==> src/rtl/rtc_regs_pkg.sv <==
package rtc_regs_pkg;
    localparam logic [7:0] IDX_SEC   = 8'd0;
    localparam logic [7:0] IDX_MIN   = 8'd2;
    localparam logic [7:0] IDX_HOUR  = 8'd4;
    localparam logic [7:0] IDX_WDAY  = 8'd6;
    localparam logic [7:0] IDX_MDAY  = 8'd7;
    localparam logic [7:0] IDX_MON   = 8'd8;
    localparam logic [7:0] IDX_YEAR  = 8'd9;
    localparam logic [7:0] IDX_STATA = 8'd10;
    localparam logic [7:0] IDX_CTLB  = 8'd11;
    localparam logic [7:0] IDX_CTLC  = 8'd12;

    localparam logic [6:0] STATA_LOW = 7'h26;
    localparam logic [7:0] CTLB_VAL  = 8'h46;
    localparam logic [7:0] CTLC_VAL  = 8'h00;
    localparam logic [7:0] BAD_VAL   = 8'hFF;
    localparam int         YEAR_BIAS = 52;

    typedef struct packed {
        logic [7:0] index;
        logic       uip;
        logic [7:0] rdata;
        logic       err;
    } port_state_t;
endpackage

==> src/rtl/rtc_tick_div.sv <==
module rtc_tick_div #(
    parameter int TICK_CYCLES = 97656
) (
    input  logic clk,
    input  logic rst_n,
    output logic tick
);
    localparam int CNT_W = (TICK_CYCLES > 2) ? $clog2(TICK_CYCLES) : 1;
    localparam logic [CNT_W-1:0] LAST = CNT_W'(TICK_CYCLES - 1);

    typedef struct packed {
        logic [CNT_W-1:0] cnt;
        logic             tick;
    } div_t;

    div_t d_d, d_q;

    always_comb begin
        d_d = d_q;
        d_d.tick = 1'b0;
        if (d_q.cnt == LAST) begin
            d_d.cnt  = '0;
            d_d.tick = 1'b1;
        end else begin
            d_d.cnt = d_q.cnt + 1'b1;
        end
    end

    always_ff @(posedge clk or negedge rst_n) begin
        if (!rst_n) d_q <= '0;
        else        d_q <= d_d;
    end

    assign tick = d_q.tick;
endmodule

==> src/rtl/rtc_reg_mux.sv <==
module rtc_reg_mux
    import rtc_regs_pkg::*;
#(
    parameter int SEC_INIT   = 0,
    parameter int MIN_INIT   = 0,
    parameter int HOUR_INIT  = 0,
    parameter int WDAY_INIT  = 0,
    parameter int MDAY_INIT  = 1,
    parameter int MON0_INIT  = 0,
    parameter int YEAR_SINCE_1900 = 106
) (
    input  logic [7:0] index,
    input  logic       uip,
    output logic [7:0] value,
    output logic       hit
);
    localparam logic [7:0] MON_OUT  = 8'(MON0_INIT + 1);
    localparam logic [7:0] YEAR_OUT = 8'(YEAR_SINCE_1900 - YEAR_BIAS);

    always_comb begin
        hit   = 1'b1;
        value = BAD_VAL;
        case (index)
            IDX_SEC:   value = 8'(SEC_INIT);
            IDX_MIN:   value = 8'(MIN_INIT);
            IDX_HOUR:  value = 8'(HOUR_INIT);
            IDX_WDAY:  value = 8'(WDAY_INIT);
            IDX_MDAY:  value = 8'(MDAY_INIT);
            IDX_MON:   value = MON_OUT;
            IDX_YEAR:  value = YEAR_OUT;
            IDX_STATA: value = {uip, STATA_LOW};
            IDX_CTLB:  value = CTLB_VAL;
            IDX_CTLC:  value = CTLC_VAL;
            default:   hit   = 1'b0;
        endcase
    end
endmodule

==> src/rtl/rtc_regfile.sv <==
module rtc_regfile
    import rtc_regs_pkg::*;
#(
    parameter logic [7:0] INDEX_PORT = 8'h70,
    parameter logic [7:0] DATA_PORT  = 8'h71,
    parameter int TICK_CYCLES = 97656,
    parameter int SEC_INIT   = 0,
    parameter int MIN_INIT   = 0,
    parameter int HOUR_INIT  = 0,
    parameter int WDAY_INIT  = 0,
    parameter int MDAY_INIT  = 1,
    parameter int MON0_INIT  = 0,
    parameter int YEAR_SINCE_1900 = 106
) (
    input  logic       clk,
    input  logic       rst_n,
    input  logic [7:0] bus_addr,
    input  logic       bus_wr,
    input  logic       bus_rd,
    input  logic [7:0] bus_wdata,
    output logic [7:0] bus_rdata,
    output logic       bus_err,
    output logic       tick_irq
);
    port_state_t st_d, st_q;
    logic [7:0]  sel_idx;
    logic [7:0]  mux_val;
    logic        mux_hit;

    rtc_reg_mux #(
        .SEC_INIT(SEC_INIT), .MIN_INIT(MIN_INIT), .HOUR_INIT(HOUR_INIT),
        .WDAY_INIT(WDAY_INIT), .MDAY_INIT(MDAY_INIT), .MON0_INIT(MON0_INIT),
        .YEAR_SINCE_1900(YEAR_SINCE_1900)
    ) mux_i (
        .index(st_q.index),
        .uip  (st_q.uip),
        .value(mux_val),
        .hit  (mux_hit)
    );

    rtc_tick_div #(.TICK_CYCLES(TICK_CYCLES)) div_i (
        .clk  (clk),
        .rst_n(rst_n),
        .tick (tick_irq)
    );

    always_comb begin
        st_d = st_q;
        st_d.err = 1'b0;
        if (bus_wr && bus_addr == INDEX_PORT) begin
            st_d.index = bus_wdata;
        end else if (bus_wr && bus_addr == DATA_PORT) begin
            st_d.err = 1'b1;
        end else if (bus_rd && bus_addr == DATA_PORT) begin
            st_d.rdata = mux_val;
            st_d.err   = !mux_hit;
            if (st_q.index == IDX_STATA) st_d.uip = !st_q.uip;
        end
    end

    always_ff @(posedge clk or negedge rst_n) begin
        if (!rst_n) begin
            st_q       <= '0;
            st_q.uip   <= 1'b1;
        end else begin
            st_q <= st_d;
        end
    end

    assign sel_idx   = st_q.index;
    assign bus_rdata = st_q.rdata;
    assign bus_err   = st_q.err;
endmodule

==> config.mk <==
export PLATFORM = sky130hd
export DESIGN_NAME = rtc_regfile
export DESIGN_NICKNAME = d
export VERILOG_FILES = /design/src/rtl/rtc_regs_pkg.sv /design/src/rtl/rtc_tick_div.sv /design/src/rtl/rtc_reg_mux.sv /design/src/rtl/rtc_regfile.sv
export SDC_FILE = /design/constraint.sdc
export NUM_CORES = 1
export LEC_CHECK = 0
export BUFFER_PORTS_ARGS = -buffer_cell sky130_fd_sc_hd__buf_2
export CAP_MARGIN = 20
export CORE_ASPECT_RATIO = 0.5
export CORE_MARGIN = 2
export CORE_UTILIZATION = 50
export DETAILED_ROUTE_END_ITERATION = 10
export PLACE_DENSITY = 0.75
export RECOVER_POWER = 25
export SLEW_MARGIN = 20
export SYNTH_ARGS = -nofsm -noshare
export SYNTH_HDL_FRONTEND = slang
export SYNTH_HIERARCHICAL = 1
export SYNTH_SLANG_ARGS = --single-unit
==> constraint.sdc <==
create_clock -name clk -period 1.7 [get_ports clk]
set_clock_uncertainty 0.2 [all_clocks]
set_input_delay 0.17 -clock clk [delete_from_list [all_inputs] [get_ports clk]]
set_output_delay 0.17 -clock clk [all_outputs]
set_load 0.01 [all_outputs]
* Word level (Yosys, flattened, before mapping)
Index checks and enable logic that the tools add are counted.
** Storage, ports and cells
- Register bits after elaboration :: 36
- Input port bits :: 20
- Output and inout port bits :: 10
- Word-level logic and storage cells :: 39
** Operators by class
- $add $sub $neg :: 1
- Equality and inequality tests :: 12
- Muxes and demuxes :: 7
- Bitwise operators :: 2
- Reduce and logical (&&, ||, !) cells :: 11
** Operator list (number)
- 8-bit by 4-bit == test with 1-bit output, second input constant :: 5
- 8-bit case mux with 5 select lines :: 1
- 8-bit by 3-bit == test with 1-bit output, second input constant :: 3
- 17-bit by 1-bit adder with 17-bit output, second input constant :: 1
- 17-bit == test, second input constant :: 1
- 17-bit 2-to-1 mux :: 1
- 8-bit by 7-bit == test with 1-bit output, second input constant :: 2
- 10-bit OR reduction :: 1
- 8-bit by 2-bit == test with 1-bit output, second input constant :: 1
- 8-bit zero test :: 1
- 1-bit 2-to-1 mux :: 5
- 5-bit OR reduction :: 1
- 4-bit AND reduction :: 1
- 1-bit logical AND :: 3
- 3-bit AND reduction :: 1
- 1-bit zero test :: 2
- 1-bit inverter :: 2
- 2-bit OR reduction :: 1

* Depth between registers and ports, before layout
Gate-level depths: netlist of the first run.
- Word-level depth :: 7
- Gate-level depth with buffers :: 7
- Gate-level depth less buffers :: 6

* Cells and area by module
The synthesis of the first run kept the hierarchy.
** By module, submodules not included
- rtc_tick_div :: times used 1, cells each 80, area each 848.3 µm², seq. area each 450.4 µm²
- rtc_regfile :: times used 1, cells each 58, area each 818.3 µm², seq. area each 451.7 µm²
- rtc_reg_mux :: times used 1, cells each 34, area each 202.7 µm², seq. area each 0.0 µm²

* Worst setup path after synthesis of the first run
No wires, ideal clock.
- Path kind :: reg-to-reg
- Start point :: reg div_i/d_q[10] in the netlist's numbering
- End point :: reg div_i/d_q[2] in the netlist's numbering
- Library setup time :: 0.120 ns
- Arrival :: 1.512 ns
- Required time :: 1.380 ns
- Path slack :: -0.131 ns
- Cell stages (with the launch flop) :: 4
- Path buffers :: 0
- Period minus slack after synthesis :: 1.831 ns
- Cell sequence :: dfrtp_1 or4b_4 nor4_4 and2b_2
** RTL lines
- start, declared :: line rtc_tick_div.sv:16 : div_t d_d, d_q;
- start signal, assigned :: line rtc_tick_div.sv:30 : if (!rst_n) d_q <= '0;
- start signal, assigned :: line rtc_tick_div.sv:31 : else d_q <= d_d;

==> results of run 1 <==
worst max-delay path, cell delays in order, from the launching register on:
cell	delay, ns
dfrtp_1	0.39
or4b_4	0.55
nor4_4	0.22
and2b_2	0.26
cell usage after synthesis, types with 3 or more instances:
master	instances
dfrtp_1	35
nor2_1	20
mux2_2	16
nand2_1	12
xnor2_1	11
buf_4	10
nand3_1	8
nand4_1	6
nor4_1	6
xor2_1	5
a21oi_1	4
buf_2	4
o21ai_0	4
nor2b_1	3
final cells by class:
cell class	count	area, µm²
Inverter	2	7.507
Timing Repair Buffer	63	444.2
Sequential cell	36	902.1
Multi-Input combinational cell	118	885.9
Clock buffer	8	90.09
Fill cell	273	1116
Tap cell	51	63.81
per-stage QoR:
step	std cells	hold slack, ns
6_report	278	0.1844
5_1_grt	278	0.2010
4_1_cts	277	0.1615
3_5_place_dp	256	-0.06288
3_3_place_gp	256	-0.07404
2_1_floorplan	172	-0.3256
path summary, 6_finish.rpt:
| kind | endpoint | slack, ns | start | cells past startpoint |
|---|---|---|---|---|
| worst max register to register | div_i/d_q[2]$_DFF_PN0_ | -0.03 | div_i/d_q[16]$_DFF_PN0_ | 3 |
| min in group asynchronous | div_i/d_q[9]$_DFF_PN0_ | 0.38 | rst_n | 2 |
| worst min register to register | bus_rdata[3]$_DFFE_PN0P_ | 0.30 | bus_rdata[3]$_DFFE_PN0P_ | 1 |
| worst max-delay path | div_i/d_q[2]$_DFF_PN0_ | -0.03 | div_i/d_q[16]$_DFF_PN0_ | 3 |
| max in group asynchronous | st_q[9]$_DFFE_PN1P_ | 0.20 | rst_n | 3 |
| worst min-delay path | bus_rdata[0]$_DFFE_PN0P_ | 0.18 | bus_addr[2] | 4 |
repair_timing:
| item | CTS | global route |
|---|---|---|
| hold buffers | 13 | 0 |
| endpoints found under the hold margin | 44 | 0 |
| setup buffers | 0 | 1 |
| resized for setup | 0 | 6 |
| pin swaps | 0 | 2 |
| endpoints found under the setup margin | 2 | 23 |
metal layers:
metal  track usage (%)  part of all wire, %  routed length (µm)  vias up
met3             6.902                  4.4                 167       10
met4             9.538                  2.1                  78        0
li1                  -                    -                   -      705
met1             20.56                   43                1605      709
met2             34.93                   51                1907       28
met5                 0                    0                   0        -
cell families after synthesis:
kind of cell | Yosys count
compound gates | 12
xor+xnor | 16
fa+ha+maj | 1
buf+inv | 18
flops | 36
mux | 18
simple gates | 71
flip-flops by register name, summed over array words and instances, names as in the netlist:
register	count
bus_rdata	8
bus_err	1
sel_idx	8
div_i/d_q	17
st_q	1
div_i/tick	1
power breakdown:
part           switching [mW]  internal, mW
clock                   0.295         0.330
sequential             0.0217         0.867
combinational          0.0660        0.0836
total                   0.383          1.28
cells in the final DEF, fill, tap and decap left out, types with 5 or more instances in the layout:
cell type      netlist  final
nand4_1              6      6
mux2_2              16     16
xor2_1               5      5
dfrtp_1             35     35
clkbuf_8             0      6
nand3_1              8      7
xnor2_1             11     11
nor2_1              20     17
nand2_1             12     12
dlygate4sd3_1        0     13
buf_2                4     28
buf_4               10     20
==> flow_summary.json, run 1 <==
{
  "ir_worst_vdd_mv": 0.3238,
  "grt_max_degree": 20,
  "place.gp.congestion": 0.8311,
  "synth_xor_area_share_pct": 7.497,
  "diodes": 0,
  "synth.yosys.seq_area_share_pct": 48.26,
  "nets": 247,
  "cp_data_required_time_ns": 1.68,
  "path_clk_slew_ns": 0.07,
  "drt-total-wl_um": 3759,
  "failed_checks": "setup timing",
  "rows": 15,
  "die_h_um": 47.24,
  "period_needed_ns": 1.727,
  "initial_utilization_pct": 53.26,
  "cellPowerDensity_nw_per_um2": 695.2,
  "cp_data_arrival_time_ns": 1.71,
  "fin_ws_ns": -0.02725,
  "tns_ns": -0.1708,
  "dp_slack_ns": -0.001545,
  "synth.distinct_cells": 34,
  "vias": 1452,
  "drive_gt1_share_pct": 37.44,
  "yosys_register_bits": 36,
  "ios": 30,
  "grt_usage_pct": 18.92,
  "crit_path_start_kind": "register",
  "synthFlopType": "dfrtp_1",
  "fin_util_pct": 68.20,
  "cap_violations": 0,
  "yosys.area.top_type": "dfrtp_1",
  "die_area_um2": 4273,
  "worstHoldPathType": "in -> reg",
  "finalPower_mw": 1.664,
  "htreeDepth": 2,
  "critPathKind": "reg -> reg",
  "worst_pin_slew_ns": 1.028,
  "port-buffer-count": 29,
  "synthAdderAreaFrac_pct": 0.6693,
  "grt_pass1_vias": 1370,
  "numCtsBuffers": 5,
  "clk_latency_ns": 0.29,
  "synth_top_family_by_area": "simple AND/OR/NAND/NOR gates",
  "slew_violations": 0,
  "finalCritPeriodShare_pct": 101.6,
  "fp.dieW_um": 90.47,
  "yosysTopAreaCellShare_pct": 46.85,
  "area_growth_pct": 28.05,
  "synth.area.mux_share_pct": 10.71,
  "synth-compound-area-share_pct": 3.614,
  "drt_iter0_markers": 33,
  "ant_nets": 0,
  "post_drt_wl_per_cell_um": 13.52,
  "cts.sinks": 36,
  "antenna_found_initial": 0,
  "dpl_cell_area_um2": 2138,
  "syn_inst": 172,
  "setup_viol": 12,
  "rsz0062_at_grt": "true",
  "worstPathMaxFanout": 4,
  "yosys_warnings": 6,
  "grt_pass1_wl_um": 6065,
  "hold_violations": 0,
  "status": "complete, but fails checks",
  "syn_area_per_cell_um2": 10.87,
  "max_freq_mhz": 579.0,
  "synth_edf_count": 0,
  "netlist_area_um2": 1869,
  "p_leak_nw": 1.166,
  "clock-root-buffer": "clkbuf_8",
  "design.core.area_um2": 3510,
  "async_flop_share_pct": 100.0,
  "detailed_place_hpwl_um": 2550,
  "via_per_inst": 5.223,
  "syn_nets": 193,
  "dr.pass1.iters": 4,
  "relSlewSlack_pct": 31.47,
  "end_kind": "register",
  "clk_path_buf_depth": 2,
  "gr-total-overflow": 0,
  "cts_tree": "built",
  "synthTopCellsByArea": "dfrtp_1 47%, mux2_2 9.6%, xnor2_1 5.2%, buf_4 4.0%, nor2_1 4.0%",
  "postLayoutCellArea_um2": 2394,
  "post-route-drc-count": 0,
  "yosys.area_share.simple_pct": 22.96
}
Power figures use the tool's default switching activity.
==> inputs of run 2 (changes only) <==
- CORE_UTILIZATION: 50 -> 49
- PLACE_DENSITY: 0.75 -> 0.74
- SYNTH_HIERARCHICAL: 1 -> unset
==> run 2 against run 1 <==
Net effect: the run ends with DRC, setup timing left; utilization is 6.7 points higher; die area fell by 9.7%; non-clock buffer count grew 2; global-route usage increased by 1.9 points; critical path depth increased by 1; final cell count is 9.0% lower; wire length shrank 2.0%; clock-buffer cell count down 2; power decreased by 2.7%; maximum frequency down 12%; clock power shrank 5.3%; highest routed layer unchanged.
==> flow_summary.json, run 2 <==
{
  "synthFlopType": "dfrtp_1",
  "grt_max_degree": 36,
  "clk_latency_ns": 0.29,
  "initial_utilization_pct": 52.95,
  "yosys_warnings": 0,
  "finalCritPeriodShare_pct": 115.5,
  "synth.distinct_cells": 38,
  "ios": 30,
  "grt_pass1_wl_um": 5809,
  "cap_violations": 0,
  "path_clk_slew_ns": 0.08,
  "rsz0062_at_grt": "true",
  "cts_tree": "built",
  "dp_slack_ns": -0.2938,
  "worstHoldPathType": "in -> reg",
  "via_per_inst": 5.431,
  "status": "complete, but fails checks",
  "syn_area_per_cell_um2": 11.24,
  "hold_path_end": "bus_err$_DFF_PN0_",
  "post-route-drc-count": 3,
  "clk_path_buf_depth": 2,
  "syn_inst": 146,
  "critPathKind": "reg -> reg",
  "die_area_um2": 3857,
  "worst_pin_slew_ns": 0.8440,
  "async_flop_share_pct": 100.0,
  "syn_nets": 167,
  "drive_gt1_share_pct": 41.78,
  "cellPowerDensity_nw_per_um2": 697.6,
  "cts.sinks": 35,
  "fin_util_pct": 74.86,
  "yosys.area.top_type": "dfrtp_1",
  "gr-total-overflow": 0,
  "netlist_area_um2": 1642,
  "rrSetupSlack_ns": -0.26,
  "worst-path-stages": 4,
  "die_h_um": 44.93,
  "post_drt_wl_per_cell_um": 14.57,
  "diodes": 0,
  "dr.pass1.iters": 9,
  "slowest_stage": "or4_4",
  "nets": 233,
  "vias": 1374,
  "slew_violations": 0,
  "hold_slack_ns": 0.04973,
  "largest_reg_flops": 17,
  "grt_pass1_vias": 1268,
  "failed_checks": "DRC, setup timing",
  "synth_edf_count": 0,
  "htreeDepth": 2,
  "cp_data_required_time_ns": 1.74,
  "yosysTopAreaCellShare_pct": 51.83,
  "worstPathMaxFanout": 4,
  "synth_common_cells": "34 x dfrtp_1, 15 x nor2_1, 9 x nand3_1, 8 x mux2_2, 8 x xnor2_1",
  "antenna_found_initial": 0,
  "rr_startpoint": "sel_idx[6]$_DFFE_PN0P_",
  "design.core.area_um2": 3100,
  "r2r_cells": 4,
  "setup_viol": 8,
  "rows": 14,
  "clock-root-buffer": "clkbuf_8",
  "min_delay_path_depth": 3,
  "synth.yosys.seq_area_share_pct": 53.43,
  "hold_violations": 0,
  "drt-total-wl_um": 3685,
  "p_leak_nw": 1.070,
  "yosysMostFrequentCell": "dfrtp_1",
  "port-buffer-count": 29,
  "grt_usage_pct": 20.79,
  "numCtsBuffers": 5,
  "r2r-end": "bus_rdata[7]$_DFFE_PN0P_",
  "crit_chain": "or4_4, or3b_4, o211ai_1, o21a_1",
  "final_common_cell": "dfrtp_1",
  "fp.dieW_um": 85.86,
  "fin_ws_ns": -0.2632,
  "area_growth_pct": 41.39,
  "mostFrequentLayoutCells": "33 x dfrtp_1, 29 x buf_2, 22 x buf_4",
  "holdCritStartpoint": "bus_rd",
  "critPathBufInv": 0,
  "yosys_register_bits": 35,
  "cp_data_arrival_time_ns": 2.00,
  "ant_nets": 0,
  "crit_family": "simple AND/OR/NAND/NOR gates",
  "end_kind": "register",
  "ir_worst_vdd_mv": 0.3966,
  "synthTopCellsByArea": "dfrtp_1 52%, mux2_2 5.5%, xnor2_1 4.3%, nor2_1 3.4%, xor2_1 3.2%",
  "relSlewSlack_pct": 43.73,
  "top_register": "div_i.d_q",
  "max_stage_delay_ns": 0.57,
  "period_needed_ns": 1.963,
  "drt_iter0_markers": 89,
  "max_freq_mhz": 509.4,
  "place.gp.congestion": 0.7918,
  "detailed_place_hpwl_um": 2299,
  "crit_path_start_kind": "register"
}
[run 2: kinds of logic (layout without fill, tap and decap cells)]
group | count (synthesis) | count (layout) | synth area share (%)
and+or+nand+nor | 62 | 62 | 22.03
DFF | 35 | 35 | 53.43
AOI/OAI and AO/OA | 16 | 16 | 7.012
xor gates and xnor gates | 14 | 14 | 7.470
muxes | 11 | 11 | 7.317
buffers and inverters | 7 | 74 | 1.982
adders and majority gates | 1 | 1 | 0.7621
[run 2: how the worst max path moves through the flow]
stage                                      start                       end
after floorplan           sel_idx[5]$_DFFE_PN0P_  bus_rdata[2]$_DFFE_PN0P_
after global routing      sel_idx[6]$_DFFE_PN0P_  bus_rdata[7]$_DFFE_PN0P_
after CTS                 sel_idx[5]$_DFFE_PN0P_  bus_rdata[7]$_DFFE_PN0P_
final                     sel_idx[6]$_DFFE_PN0P_  bus_rdata[7]$_DFFE_PN0P_
after global placement    sel_idx[5]$_DFFE_PN0P_  bus_rdata[5]$_DFFE_PN0P_
after detailed placement  sel_idx[5]$_DFFE_PN0P_  bus_rdata[4]$_DFFE_PN0P_
[run 2: through the flow]
step	instances	cell area (µm²)	total power, mW	setup TNS [ns]
floorplan	146	1648	0.9309	-0.8473
global placement	229	1964	1.003	-1.954
detailed placement	229	1964	1.008	-2.419
CTS	250	2198	1.631	-1.354
global route	253	2321	1.699	-2.172
finish	253	2321	1.619	-1.481
[run 2: layout make-up]
cell class	instances	area, µm²
clock inverters	2	12.51
flip-flops and latches	35	878.3
well taps	40	50.05
clock buffers	6	72.57
repair buffers	65	446.7
fillers	199	779.5
multi-input cells	104	857.1
inverters	1	3.754
[run 2: worst min-delay path, cell delays in order]
cell	delay, ns
buf_2	0.08
nor2b_1	0.12
o211a_1	0.14
[run 2: routing by layer]
| metal | GRT usage, % | share of wire (%) | vias to the layer above |
|---|---|---|---|
| met4 | 6.667 | 1.0 | 0 |
| met1 | 25.36 | 43 | 673 |
| li1 | - | - | 656 |
| met2 | 35.47 | 51 | 38 |
| met3 | 7.678 | 5.0 | 7 |
| met5 | 0 | 0 | - |
[run 2: what timing repair did]
item / CTS / global route
hold endpoints to repair: 43 / 0
resized for setup: 4 / 18
pin swaps: 4 / 11
setup endpoints to repair: 21 / 22
buffers inserted: 1 / 3
hold buffers: 12 / 0
[run 2: power breakdown]
group	internal, mW	switching (mW)	leakage (nW)
Sequential	0.849	0.0110	0.468
Combinational	0.0945	0.0719	0.561
Clock	0.286	0.306	0.0412
==> inputs of run 3 (changes only) <==
==> constraint.sdc (replaced) <==
create_clock -name clk -period 1.7 [get_ports clk]
set_clock_uncertainty 0.2 [all_clocks]
set_input_delay 0.34 -clock clk [delete_from_list [all_inputs] [get_ports clk]]
set_output_delay 0.34 -clock clk [all_outputs]
set_load 0.01 [all_outputs]
==> run 3 against run 2 <==
Net effect: the flow still finishes with violations (DRC, setup timing); sequential power barely moved; critical path depth increased by 2; final cell count is 5.5% lower; worst hold slack better by 0.024 ns; combinational power down 9%; sequential share of layout area up 3.6 points; via count down 7.9%; design area down 8.8%; critical path type unchanged; highest routed layer unchanged.
==> flow_summary.json, run 3 (synthesized netlist as in run 2, its figures left out) <==
{
  "worst_pin_slew_ns": 0.9495,
  "post_drt_wl_per_cell_um": 13.77,
  "diodes": 0,
  "multi_input_area_um2": 784.5,
  "path_clk_slew_ns": 0.08,
  "clk_latency_ns": 0.29,
  "fp.dieW_um": 85.86,
  "nets": 219,
  "worstPathMaxFanout": 3,
  "cts.sinks": 35,
  "relSlewSlack_pct": 36.70,
  "port-buffer-count": 29,
  "ir_worst_vdd_mv": 0.3813,
  "cellPowerDensity_nw_per_um2": 759.8,
  "critPathKind": "reg -> reg",
  "postLayoutCellArea_um2": 2116,
  "largest_reg_flops": 17,
  "cts_tree": "built",
  "cap_violations": 0,
  "drt_iter0_markers": 82,
  "drt-total-wl_um": 3290,
  "status": "complete, but fails checks",
  "initial_utilization_pct": 52.95,
  "design.core.area_um2": 3100,
  "die_area_um2": 3857,
  "ios": 30,
  "htreeDepth": 2,
  "fin_util_pct": 68.24,
  "crit_path_start_kind": "register",
  "antenna_found_initial": 0,
  "dpl_cell_area_um2": 1949,
  "post-route-drc-count": 3,
  "numCtsBuffers": 5,
  "clock-root-buffer": "clkbuf_8",
  "failed_checks": "DRC, setup timing",
  "area_growth_pct": 28.89,
  "setup_viol": 9,
  "grt_usage_pct": 18.93,
  "period_needed_ns": 1.937,
  "p_leak_nw": 1.011,
  "hold_violations": 0,
  "cp_data_required_time_ns": 1.69,
  "slew_violations": 0,
  "finalPower_mw": 1.607,
  "clk_path_buf_depth": 2,
  "grt_pass1_vias": 1253,
  "vias": 1266,
  "rows": 14,
  "mostFrequentLayoutCells": "34 x dfrtp_1, 28 x buf_2, 20 x buf_4",
  "grt_max_degree": 19,
  "ant_nets": 0,
  "dr.pass1.iters": 7,
  "fillers": 229,
  "max_freq_mhz": 516.2,
  "gr-total-overflow": 0,
  "place.gp.congestion": 0.8048,
  "detailed_place_hpwl_um": 2206,
  "worstHoldPathType": "in -> reg",
  "cp_data_arrival_time_ns": 1.93,
  "final-seq-area_um2": 877.1,
  "via_per_inst": 5.297,
  "final_common_cell": "dfrtp_1",
  "finalCritPeriodShare_pct": 114.0,
  "top_register": "div_i.d_q",
  "rsz0062_at_grt": "true",
  "drive_gt1_share_pct": 38.19,
  "die_h_um": 44.93,
  "fin_ws_ns": -0.2373,
  "grt_pass1_wl_um": 5402,
  "end_kind": "register"
}
[run 3: changes by cell type in the layout (fill, tap and decap cells not counted), moves of 2 or more]
cell / delta
dlygate4sd3_1: -11
nor2_1: +4
nor2_4: -3
a21oi_1: +2
a21oi_2: -2
buf_4: -2
nand4bb_1: +2
nand4bb_4: -2
[run 3: final timing paths]
check                                   startpoint                        to  slack [ns]  cells after the start
setup reg to reg            sel_idx[7]$_DFFE_PN0P_         bus_err$_DFF_PN0_       -0.24                      6
setup / recovery            sel_idx[7]$_DFFE_PN0P_         bus_err$_DFF_PN0_       -0.24                      6
min in group asynchronous                    rst_n  bus_rdata[0]$_DFFE_PN0P_        0.51                      2
hold / removal                        bus_wdata[6]    sel_idx[6]$_DFFE_PN0P_        0.07                      2
max in group asynchronous                    rst_n    div_i.d_q[9]$_DFF_PN0_        0.10                      3
hold reg to reg            div_i.d_q[17]$_DFF_PN0_   div_i.d_q[17]$_DFF_PN0_        0.28                      1
[run 3: final cells by class]
class / instances / area share (%)
Clock buffer: 6 / 3.430
Clock inverter: 2 / 0.5914
Inverter: 1 / 0.1774
Multi-Input combinational cell: 104 / 37.08
Sequential cell: 35 / 41.45
Tap cell: 40 / 2.365
Timing Repair Buffer: 51 / 14.90
[run 3: what timing repair did]
action,in CTS,in global routing
setup buffers,1,1
gates cloned,0,1
resized for setup,4,10
pin swaps,0,4
hold buffers,1,0
setup endpoints to repair,8,11
hold endpoints to repair,15,0
[run 3: where the power goes]
part	total, mW	switching, mW	internal [mW]	leakage, nW
clock network	0.597	0.311	0.286	0.0412
registers	0.859	0.0100	0.849	0.468
logic	0.151	0.0680	0.0833	0.502
[run 3: per-layer routing]
| metal | track usage [%] | share of wire (%) | vias up |
|---|---|---|---|
| li1 | - | - | 631 |
| met1 | 22.86 | 46 | 599 |
| met2 | 32.03 | 46 | 27 |
| met3 | 5.667 | 5.0 | 9 |
| met4 | 9.524 | 2.5 | 0 |
| met5 | 0 | 0 | - |
[run 3: stage by stage]
stage,instances,setup WS [ns],TNS (ns),hold WS (ns)
final,239,-0.2373,-1.762,0.07329
after global routing,239,-0.2889,-3.700,0.07285
after CTS,237,-0.2346,-1.287,0.06535
after detailed placement,227,-0.2191,-2.545,0.09031
after global placement,227,-0.1787,-1.769,0.08503
after floorplan,146,-0.1459,-0.8473,-0.1556
[run 3: critical path: stages (launching register included)]
cell,delay [ns]
dfrtp_1,0.38
or4_4,0.55
buf_4,0.15
a211oi_2,0.14
buf_4,0.16
nor2b_1,0.05
o211a_1,0.19
